<file path="src/rtl/sp_pack_pkg.sv">
package sp_pack_pkg;

   localparam int FRAC_W = 23;
   localparam int EFLD_W = 8;
   localparam int BIAS   = 127;
   localparam int EF_TOP = 255;

   typedef enum logic [1:0] {
      CLS_ZERO = 2'd0,
      CLS_NUM  = 2'd1,
      CLS_INF  = 2'd2,
      CLS_NAN  = 2'd3
   } num_class_e;

   typedef enum logic [1:0] {
      RND_NEAR = 2'd0,
      RND_ZERO = 2'd1,
      RND_DOWN = 2'd2,
      RND_UP   = 2'd3
   } rnd_mode_e;

   typedef struct packed {
      logic operr;
      logic ovfl;
      logic unfl;
      logic inex;
   } pack_flags_t;

endpackage

</file>
<file path="src/rtl/sp_align.sv">
module sp_align
   import sp_pack_pkg::*;
#(
   parameter int MANT_W = 32,
   parameter int EXP_W  = 12
) (
   input  logic signed [EXP_W-1:0]  exp_in,
   input  logic        [MANT_W-1:0] mant_in,
   input  logic                     sticky_in,
   output logic signed [EXP_W+1:0]  ebiased,
   output logic                     subnorm,
   output logic        [FRAC_W:0]   kept,
   output logic                     guard_b,
   output logic                     round_b,
   output logic                     sticky_b
);
   localparam int SH_MAX = FRAC_W + 4;
   localparam int SH_W   = $clog2(SH_MAX + 1);
   localparam int XW     = MANT_W + SH_MAX;
   localparam int EW     = EXP_W + 2;

   logic signed [EW-1:0] deficit;
   logic        [SH_W-1:0] shamt;
   logic        [XW-1:0]   wide;

   always_comb begin
      ebiased = EW'(exp_in) + EW'(BIAS);
      subnorm = (ebiased <= 0);
      deficit = EW'(1) - ebiased;
      if (!subnorm)
         shamt = '0;
      else if (deficit > EW'(SH_MAX))
         shamt = SH_W'(SH_MAX);
      else
         shamt = deficit[SH_W-1:0];
      wide     = {mant_in, {SH_MAX{1'b0}}} >> shamt;
      kept     = wide[XW-1 -: FRAC_W+1];
      guard_b  = wide[XW-FRAC_W-2];
      round_b  = wide[XW-FRAC_W-3];
      sticky_b = (|wide[XW-FRAC_W-4:0]) | sticky_in;
   end
endmodule

</file>
<file path="src/rtl/sp_round.sv">
module sp_round
   import sp_pack_pkg::*;
(
   input  logic              sign_in,
   input  logic [1:0]        mode_in,
   input  logic [FRAC_W:0]   kept,
   input  logic              guard_b,
   input  logic              round_b,
   input  logic              sticky_b,
   output logic [FRAC_W+1:0] sum,
   output logic              inexact
);
   logic bump;

   always_comb begin
      inexact = guard_b | round_b | sticky_b;
      unique case (rnd_mode_e'(mode_in))
         RND_NEAR: bump = guard_b & (round_b | sticky_b | kept[0]);
         RND_ZERO: bump = 1'b0;
         RND_DOWN: bump = inexact & sign_in;
         RND_UP:   bump = inexact & ~sign_in;
         default:  bump = 1'b0;
      endcase
      sum = {1'b0, kept} + (FRAC_W+2)'(bump);
   end
endmodule

</file>
<file path="src/rtl/sp_ovf_sat.sv">
module sp_ovf_sat
   import sp_pack_pkg::*;
(
   input  logic        sign_in,
   input  logic [1:0]  mode_in,
   output logic [30:0] sat_mag
);
   logic to_inf;

   always_comb begin
      unique case (rnd_mode_e'(mode_in))
         RND_NEAR: to_inf = 1'b1;
         RND_ZERO: to_inf = 1'b0;
         RND_DOWN: to_inf = sign_in;
         RND_UP:   to_inf = ~sign_in;
         default:  to_inf = 1'b1;
      endcase
      sat_mag = to_inf ? {8'hFF, {FRAC_W{1'b0}}} : {8'hFE, {FRAC_W{1'b1}}};
   end
endmodule

</file>
<file path="src/rtl/sp_packer.sv">
module sp_packer
   import sp_pack_pkg::*;
#(
   parameter int MANT_W = 32,
   parameter int EXP_W  = 12
) (
   input  logic              clk,
   input  logic              rst_n,
   input  logic              in_valid,
   input  logic              in_sign,
   input  logic [1:0]        in_class,
   input  logic [EXP_W-1:0]  in_exp,
   input  logic [MANT_W-1:0] in_mant,
   input  logic              in_sticky,
   input  logic [1:0]        in_mode,
   output logic              out_valid,
   output logic [31:0]       out_word,
   output logic [3:0]        out_flags
);
   localparam int EW = EXP_W + 2;

   generate
      if (MANT_W < FRAC_W + 3) begin : g_bad_mant
         $error("sp_packer: MANT_W must hold 24 kept bits plus guard and round");
      end
      if (EXP_W < 10) begin : g_bad_exp
         $error("sp_packer: EXP_W too narrow for the exponent range");
      end
   endgenerate

   logic signed [EW-1:0]  ebiased;
   logic                  subnorm;
   logic [FRAC_W:0]       kept;
   logic                  g_b, r_b, s_b;
   logic [FRAC_W+1:0]     sum;
   logic                  inexact;
   logic [30:0]           sat_mag;
   logic signed [EW-1:0]  efinal;
   logic [31:0]           word_d;
   pack_flags_t           flags_d;

   sp_align #(.MANT_W(MANT_W), .EXP_W(EXP_W)) u_align (
      .exp_in   ($signed(in_exp)),
      .mant_in  (in_mant),
      .sticky_in(in_sticky),
      .ebiased  (ebiased),
      .subnorm  (subnorm),
      .kept     (kept),
      .guard_b  (g_b),
      .round_b  (r_b),
      .sticky_b (s_b)
   );

   sp_round u_round (
      .sign_in (in_sign),
      .mode_in (in_mode),
      .kept    (kept),
      .guard_b (g_b),
      .round_b (r_b),
      .sticky_b(s_b),
      .sum     (sum),
      .inexact (inexact)
   );

   sp_ovf_sat u_sat (
      .sign_in(in_sign),
      .mode_in(in_mode),
      .sat_mag(sat_mag)
   );

   always_comb begin
      efinal  = ebiased + EW'(sum[FRAC_W+1]);
      word_d  = {in_sign, 31'd0};
      flags_d = '0;
      unique case (num_class_e'(in_class))
         CLS_ZERO: word_d = {in_sign, 31'd0};
         CLS_INF:  word_d = {in_sign, 8'hFF, {FRAC_W{1'b0}}};
         CLS_NAN:  word_d = {in_sign, 8'hFF, in_mant[MANT_W-2 -: FRAC_W]};
         CLS_NUM: begin
            flags_d.inex = inexact;
            if (subnorm) begin
               flags_d.unfl = 1'b1;
               if (sum[FRAC_W])
                  word_d = {in_sign, 8'd1, {FRAC_W{1'b0}}};
               else
                  word_d = {in_sign, 8'd0, sum[FRAC_W-1:0]};
            end else if (efinal >= EW'(EF_TOP)) begin
               flags_d.operr = 1'b1;
               flags_d.ovfl  = 1'b1;
               flags_d.inex  = 1'b1;
               word_d        = {in_sign, sat_mag};
            end else begin
               word_d = {in_sign, efinal[EFLD_W-1:0], sum[FRAC_W-1:0]};
            end
         end
         default: word_d = {in_sign, 31'd0};
      endcase
   end

   always_ff @(posedge clk or negedge rst_n) begin
      if (!rst_n) begin
         out_valid <= 1'b0;
         out_word  <= '0;
         out_flags <= '0;
      end else begin
         out_valid <= in_valid;
         if (in_valid) begin
            out_word  <= word_d;
            out_flags <= flags_d;
         end
      end
   end
endmodule

</file>
<file path="config.mk">
export PLATFORM = sky130hd
export DESIGN_NAME = sp_packer
export DESIGN_NICKNAME = d
export VERILOG_FILES = /design/src/rtl/sp_pack_pkg.sv /design/src/rtl/sp_align.sv /design/src/rtl/sp_round.sv /design/src/rtl/sp_ovf_sat.sv /design/src/rtl/sp_packer.sv
export SDC_FILE = /design/constraint.sdc
export NUM_CORES = 1
export LEC_CHECK = 0
export BUFFER_PORTS_ARGS = -buffer_cell sky130_fd_sc_hd__buf_4
export CELL_PAD_IN_SITES_DETAIL_PLACEMENT = 1
export CELL_PAD_IN_SITES_GLOBAL_PLACEMENT = 1
export CORE_MARGIN = 2
export CORE_UTILIZATION = 43
export CTS_CLUSTER_DIAMETER = 40
export DETAILED_ROUTE_END_ITERATION = 12
export GPL_TIMING_DRIVEN = 0
export PLACE_DENSITY = 0.89
export SLEW_MARGIN = 10
export SYNTH_ARGS = -nofsm -noshare
export SYNTH_HDL_FRONTEND = slang
export SYNTH_SLANG_ARGS = --single-unit
</file>
<file path="constraint.sdc">
create_clock -name clk -period 0.9 [get_ports clk]
set_input_delay 0.135 -clock clk [delete_from_list [all_inputs] [get_ports clk]]
set_output_delay 0.135 -clock clk [all_outputs]
set_load 0.05 [all_outputs]
</file>
==> results of run 1 <==
cells by family after synthesis:
group           Yosys count
fa+ha+maj                 9
compound gates          262
buf+inv                  75
simple gates            365
mux                      30
xor+xnor                 32
flops                    36
routing by layer:
layer  track usage  GRT overflow
met3         0.524             0
met4         0.640             6
met5         0.221             0
met1         0.699             0
met2         0.898             1
stage by stage:
step                      hold slack, ns  utilization
after floorplan                   -0.161            -
after global placement             0.110        0.522
after detailed placement           0.110        0.522
after CTS                        0.00796        0.632
timing repair:
action | 4_1_cts
endpoints found under the setup margin | 72
endpoints found under the hold margin | 36
pin swaps | 58
setup buffers | 85
gates cloned | 4
hold buffers | 1
gates resized for setup | 154
==> results.toml, run 1 <==
[global_routing]
grt_start_max_net_pins = 37
grt_util_all_layers = 0.697
grt_overflow_total = 7

[yosys]
synth.area.top_cells = "dfrtp_1 15%, nand2_1 5.7%, nor2_1 4.9%"
synth_area_per_cell_um2 = 7.24
synth_largest_area_cell = "dfrtp_1"
synth_cells = 809
synth_top_area_frac = 0.154
synthAdderAreaFrac = 0.0188
netlist_area_um2 = 5860
synth-compound-area-share = 0.324
yosysWarningCount = 0
synth_top_family_by_area = "simple AND/OR/NAND/NOR gates"
synth-simple-area-share = 0.335
ys_seq_elements = 36
synthFlopType = "dfrtp_1"
synth_commonest_cells = "89 x nand2_1, 76 x nor2_1, 53 x nand3_1"
synth_mux_area_frac = 0.0536
ys_types = 100
synth_edf_count = 0
synth.yosys.seq_area_share = 0.154
synth_nets = 870
synthArstFlopShare = 1.00
post-synth-top-count-cell = "nand2_1"
synth_xor_area_frac = 0.0479

[floorplanning]
initial_core_util = 0.440
die_y_um = 121
rows = 42
die_x_um = 121
io_pins = 90

[timing]
endpoint_type = "register input"
crit_endpoint = "out_word[5]$_DFFE_PN0P_/D"

[placement]
numPortBuffers = 81
place_ws_ns = -9.25
hpwl_mm = 19.6
place_inst = 1066
placed_cell_area_um2 = 6940
routabilityCongestion = 1.03

[clocking]
cts.sinks = 36
cts_buffer_depth = 2
htreeDepth = 2
cts_root_buf = "clkbuf_16"
numCtsBuffers = 5

[outcome]
status = "stopped before the end"
haltStage = "5_1_grt"
tool.error = "[ERROR GRT-0232] Routing congestion too high. Check the congestion heatmap in the GUI."
==> run 2, diff against run 1 <==
- CELL_PAD_IN_SITES_DETAIL_PLACEMENT: 1 -> unset
- CELL_PAD_IN_SITES_GLOBAL_PLACEMENT: 1 -> unset
- CORE_UTILIZATION: 43 -> 40
- CTS_CLUSTER_DIAMETER: 40 -> unset
- PLACE_DENSITY: 0.89 -> unset
- PLACE_DENSITY_LB_ADDON: unset -> 0.15
==> run 2 against run 1 <==
The flow now finishes, with violations (negative setup slack). Synthesized cell count stayed put. Area after synthesis stayed put.
==> results.toml, run 2 <==
[yosys]
post-synth-top-count-cell = "nand2_1"
ys_seq_elements = 36
ys_types = 100
synth_area_per_cell_um2 = 7.24
synth_edf_count = 0
synth_largest_area_cell = "dfrtp_1"
synth_top_area_frac = 0.154
synth.yosys.seq_area_share = 0.154
synth.area.top_cells = "dfrtp_1 15%, nand2_1 5.7%, nor2_1 4.9%"
synthFlopType = "dfrtp_1"
netlist_area_um2 = 5860
synthArstFlopShare = 1.00
synth_cells = 809
yosysWarningCount = 0
synth_commonest_cells = "89 x nand2_1, 76 x nor2_1, 53 x nand3_1"
synth_nets = 870

[clocking]
htreeDepth = 2
cts_buffer_depth = 2
numCtsBuffers = 5
clk_latency_ns = 0.28
cts.sinks = 36
cts_tree = "yes"
cts_root_buf = "clkbuf_16"
clk_pin_slew_ns = 0.06

[timing]
max_slew_margin = 0.230
setup_viol = 71
timing.fmax_mhz = 116
layout_setup_ws_ns = -7.69
period_share = 9.55
drv_slew = 0
hold_viol = 0
finClkSkew_ns = 0
worst_slew_pin_slew_ns = 1.14
min_period_ns = 8.59
grt_setup_unrepaired = "yes"

[setup_path]
crit_path_max_fanout = 10
crit_arrival_ns = 8.78
ff2ff_path_depth = 3
required_ns = 1.09
critPathMaxStageDelay_ns = 0.45
cpMaxStageDelayCell = "or3b_4"
crit_buf_inv = 13
crit_path_frequent_cell = "buf_4"
crit_path_end_kind = "flip-flop"
crit_cells = 49
critPathKind = "primary input to flip-flop"
cp-start-kind = "primary input"
cpLargestDelayFamily = "compound AO/OA/AOI/OAI gates"

[floorplanning]
rows = 44
io_pins = 90
die_y_um = 125
initial_core_util = 0.406
die_x_um = 125
core-area_um2 = 14400
die-area_um2 = 15600

[placement]
place_inst = 1074
placed_cell_area_um2 = 6950
hpwl_mm = 17.9
routabilityCongestion = 0.964
numPortBuffers = 81

[final_layout]
final_cells = 1203
diodes = 0
top_regs = "out_word (32), out_flags (3), out_valid (1)"
fillers = 1284
nets = 1079
stdcell_area_um2 = 9030
largest_reg_flops = 32
drive_gt1_frac = 0.426
area_delta_synth_final_pct = 54.2
mostFrequentLayoutCells = "157 x buf_4, 83 x nand2_1, 69 x nor2_1"
final_common_cell = "buf_4"
top_register = "out_word"

[global_routing]
antenna_found_initial = 0
grt_pass1_vias = 7014
grt_util_all_layers = 0.302
grt_start_max_net_pins = 37
grt_overflow_total = 0
grt_pass1_wl_mm = 38.7

[routing]
first_iter_violations = 879
wl_per_cell_um = 20.8
route.vias.total = 7667
drt_first_pass_iters = 7
vias_per_cell = 6.37
ant_nets = 0
routed_wl_mm = 25.1
drc = 0

[power]
total_power_mw = 10.2
peakVddDrop_mv = 1.02
powerDensity_nw_per_um2 = 1130
p_leak_nw = 3.53

[flow_run]
maxCapViolations = 0

[min_path]
hold-path-cell-count = 1
min_path_type = "primary input to flip-flop"

[outcome]
violations = "negative setup slack"
status = "finished, violations left"
==> run 2: cell counts after synthesis <==
Identical to the previous run, type by type.
==> run 2: routing by layer <==
metal  global-route usage  wire (um)  vias up
met5                    0          0        -
met1                0.424      10600     3586
met2                0.453      10900      457
li1                     -          -     3515
met4                0.133       1160        0
met3               0.0565       2340      109
==> run 2: power by group <==
part	switching (mW)	total, mW	internal (mW)
clock network	0.654	1.68	1.02
logic	3.95	6.58	2.63
registers	0.119	1.91	1.79
==> run 2: per-stage QoR <==
stage | worst slack, ns | hold WS (ns) | util | setup TNS [ns]
2_1_floorplan | -7.29 | -0.161 | - | -234.54
3_3_place_gp | -9.30 | 0.111 | 0.482 | -300.73
3_5_place_dp | -9.29 | 0.119 | 0.482 | -300.03
4_1_cts | -7.53 | 0.00591 | 0.579 | -245.46
5_1_grt | -7.98 | 0.0133 | 0.626 | -261.95
6_report | -7.69 | 0.0105 | 0.626 | -251.16
==> run 2: area by class of cell <==
| class | instances | area, um^2 | share of cell area |
|---|---|---|---|
| multi-input cells | 699 | 5410 | 0.600 |
| well taps | 184 | 230 | 0.0255 |
| repair buffers | 204 | 1770 | 0.197 |
| flip-flops and latches | 36 | 903 | 0.100 |
| inverters | 16 | 71.3 | 0.00790 |
| clock buffers | 7 | 133 | 0.0147 |
| plain buffers | 56 | 497 | 0.0550 |
| clock inverters | 1 | 5.00 | 0.000554 |
==> run 2: kinds of logic (layout without fill, tap and decap cells) <==
logic type | count (synthesis) | count (layout) | share of synthesized area
fa+ha+maj | 9 | 9 | 0.0188
xor+xnor | 32 | 32 | 0.0479
flops | 36 | 36 | 0.154
buf+inv | 75 | 284 | 0.0665
compound gates | 262 | 263 | 0.324
simple gates | 365 | 365 | 0.335
mux | 30 | 30 | 0.0536
==> run 2: repair_timing <==
item / in CTS / in global routing
gates cloned: 3 / 0
pin swaps: 69 / 58
hold endpoints to repair: 36 / 0
hold buffers: 1 / 0
setup endpoints to repair: 71 / 72
buffers inserted: 77 / 43
resized for setup: 147 / 75
==> run 2: path summary, 6_finish.rpt <==
| kind | start | to | slack (ns) |
|---|---|---|---|
| hold / removal | in_valid | out_valid | 0.01 |
| hold reg to reg | out_word[31] | out_word[31] | 0.53 |
| min in group asynchronous | rst_n | out_word[27] | 0.35 |
| max in group asynchronous | rst_n | out_word[31] | 0.21 |
| setup reg to reg | out_word[9] | out_word[9] | -0.02 |
| setup / recovery | in_exp[0] | out_word[3] | -7.69 |
Power figures use the tool's default switching activity.
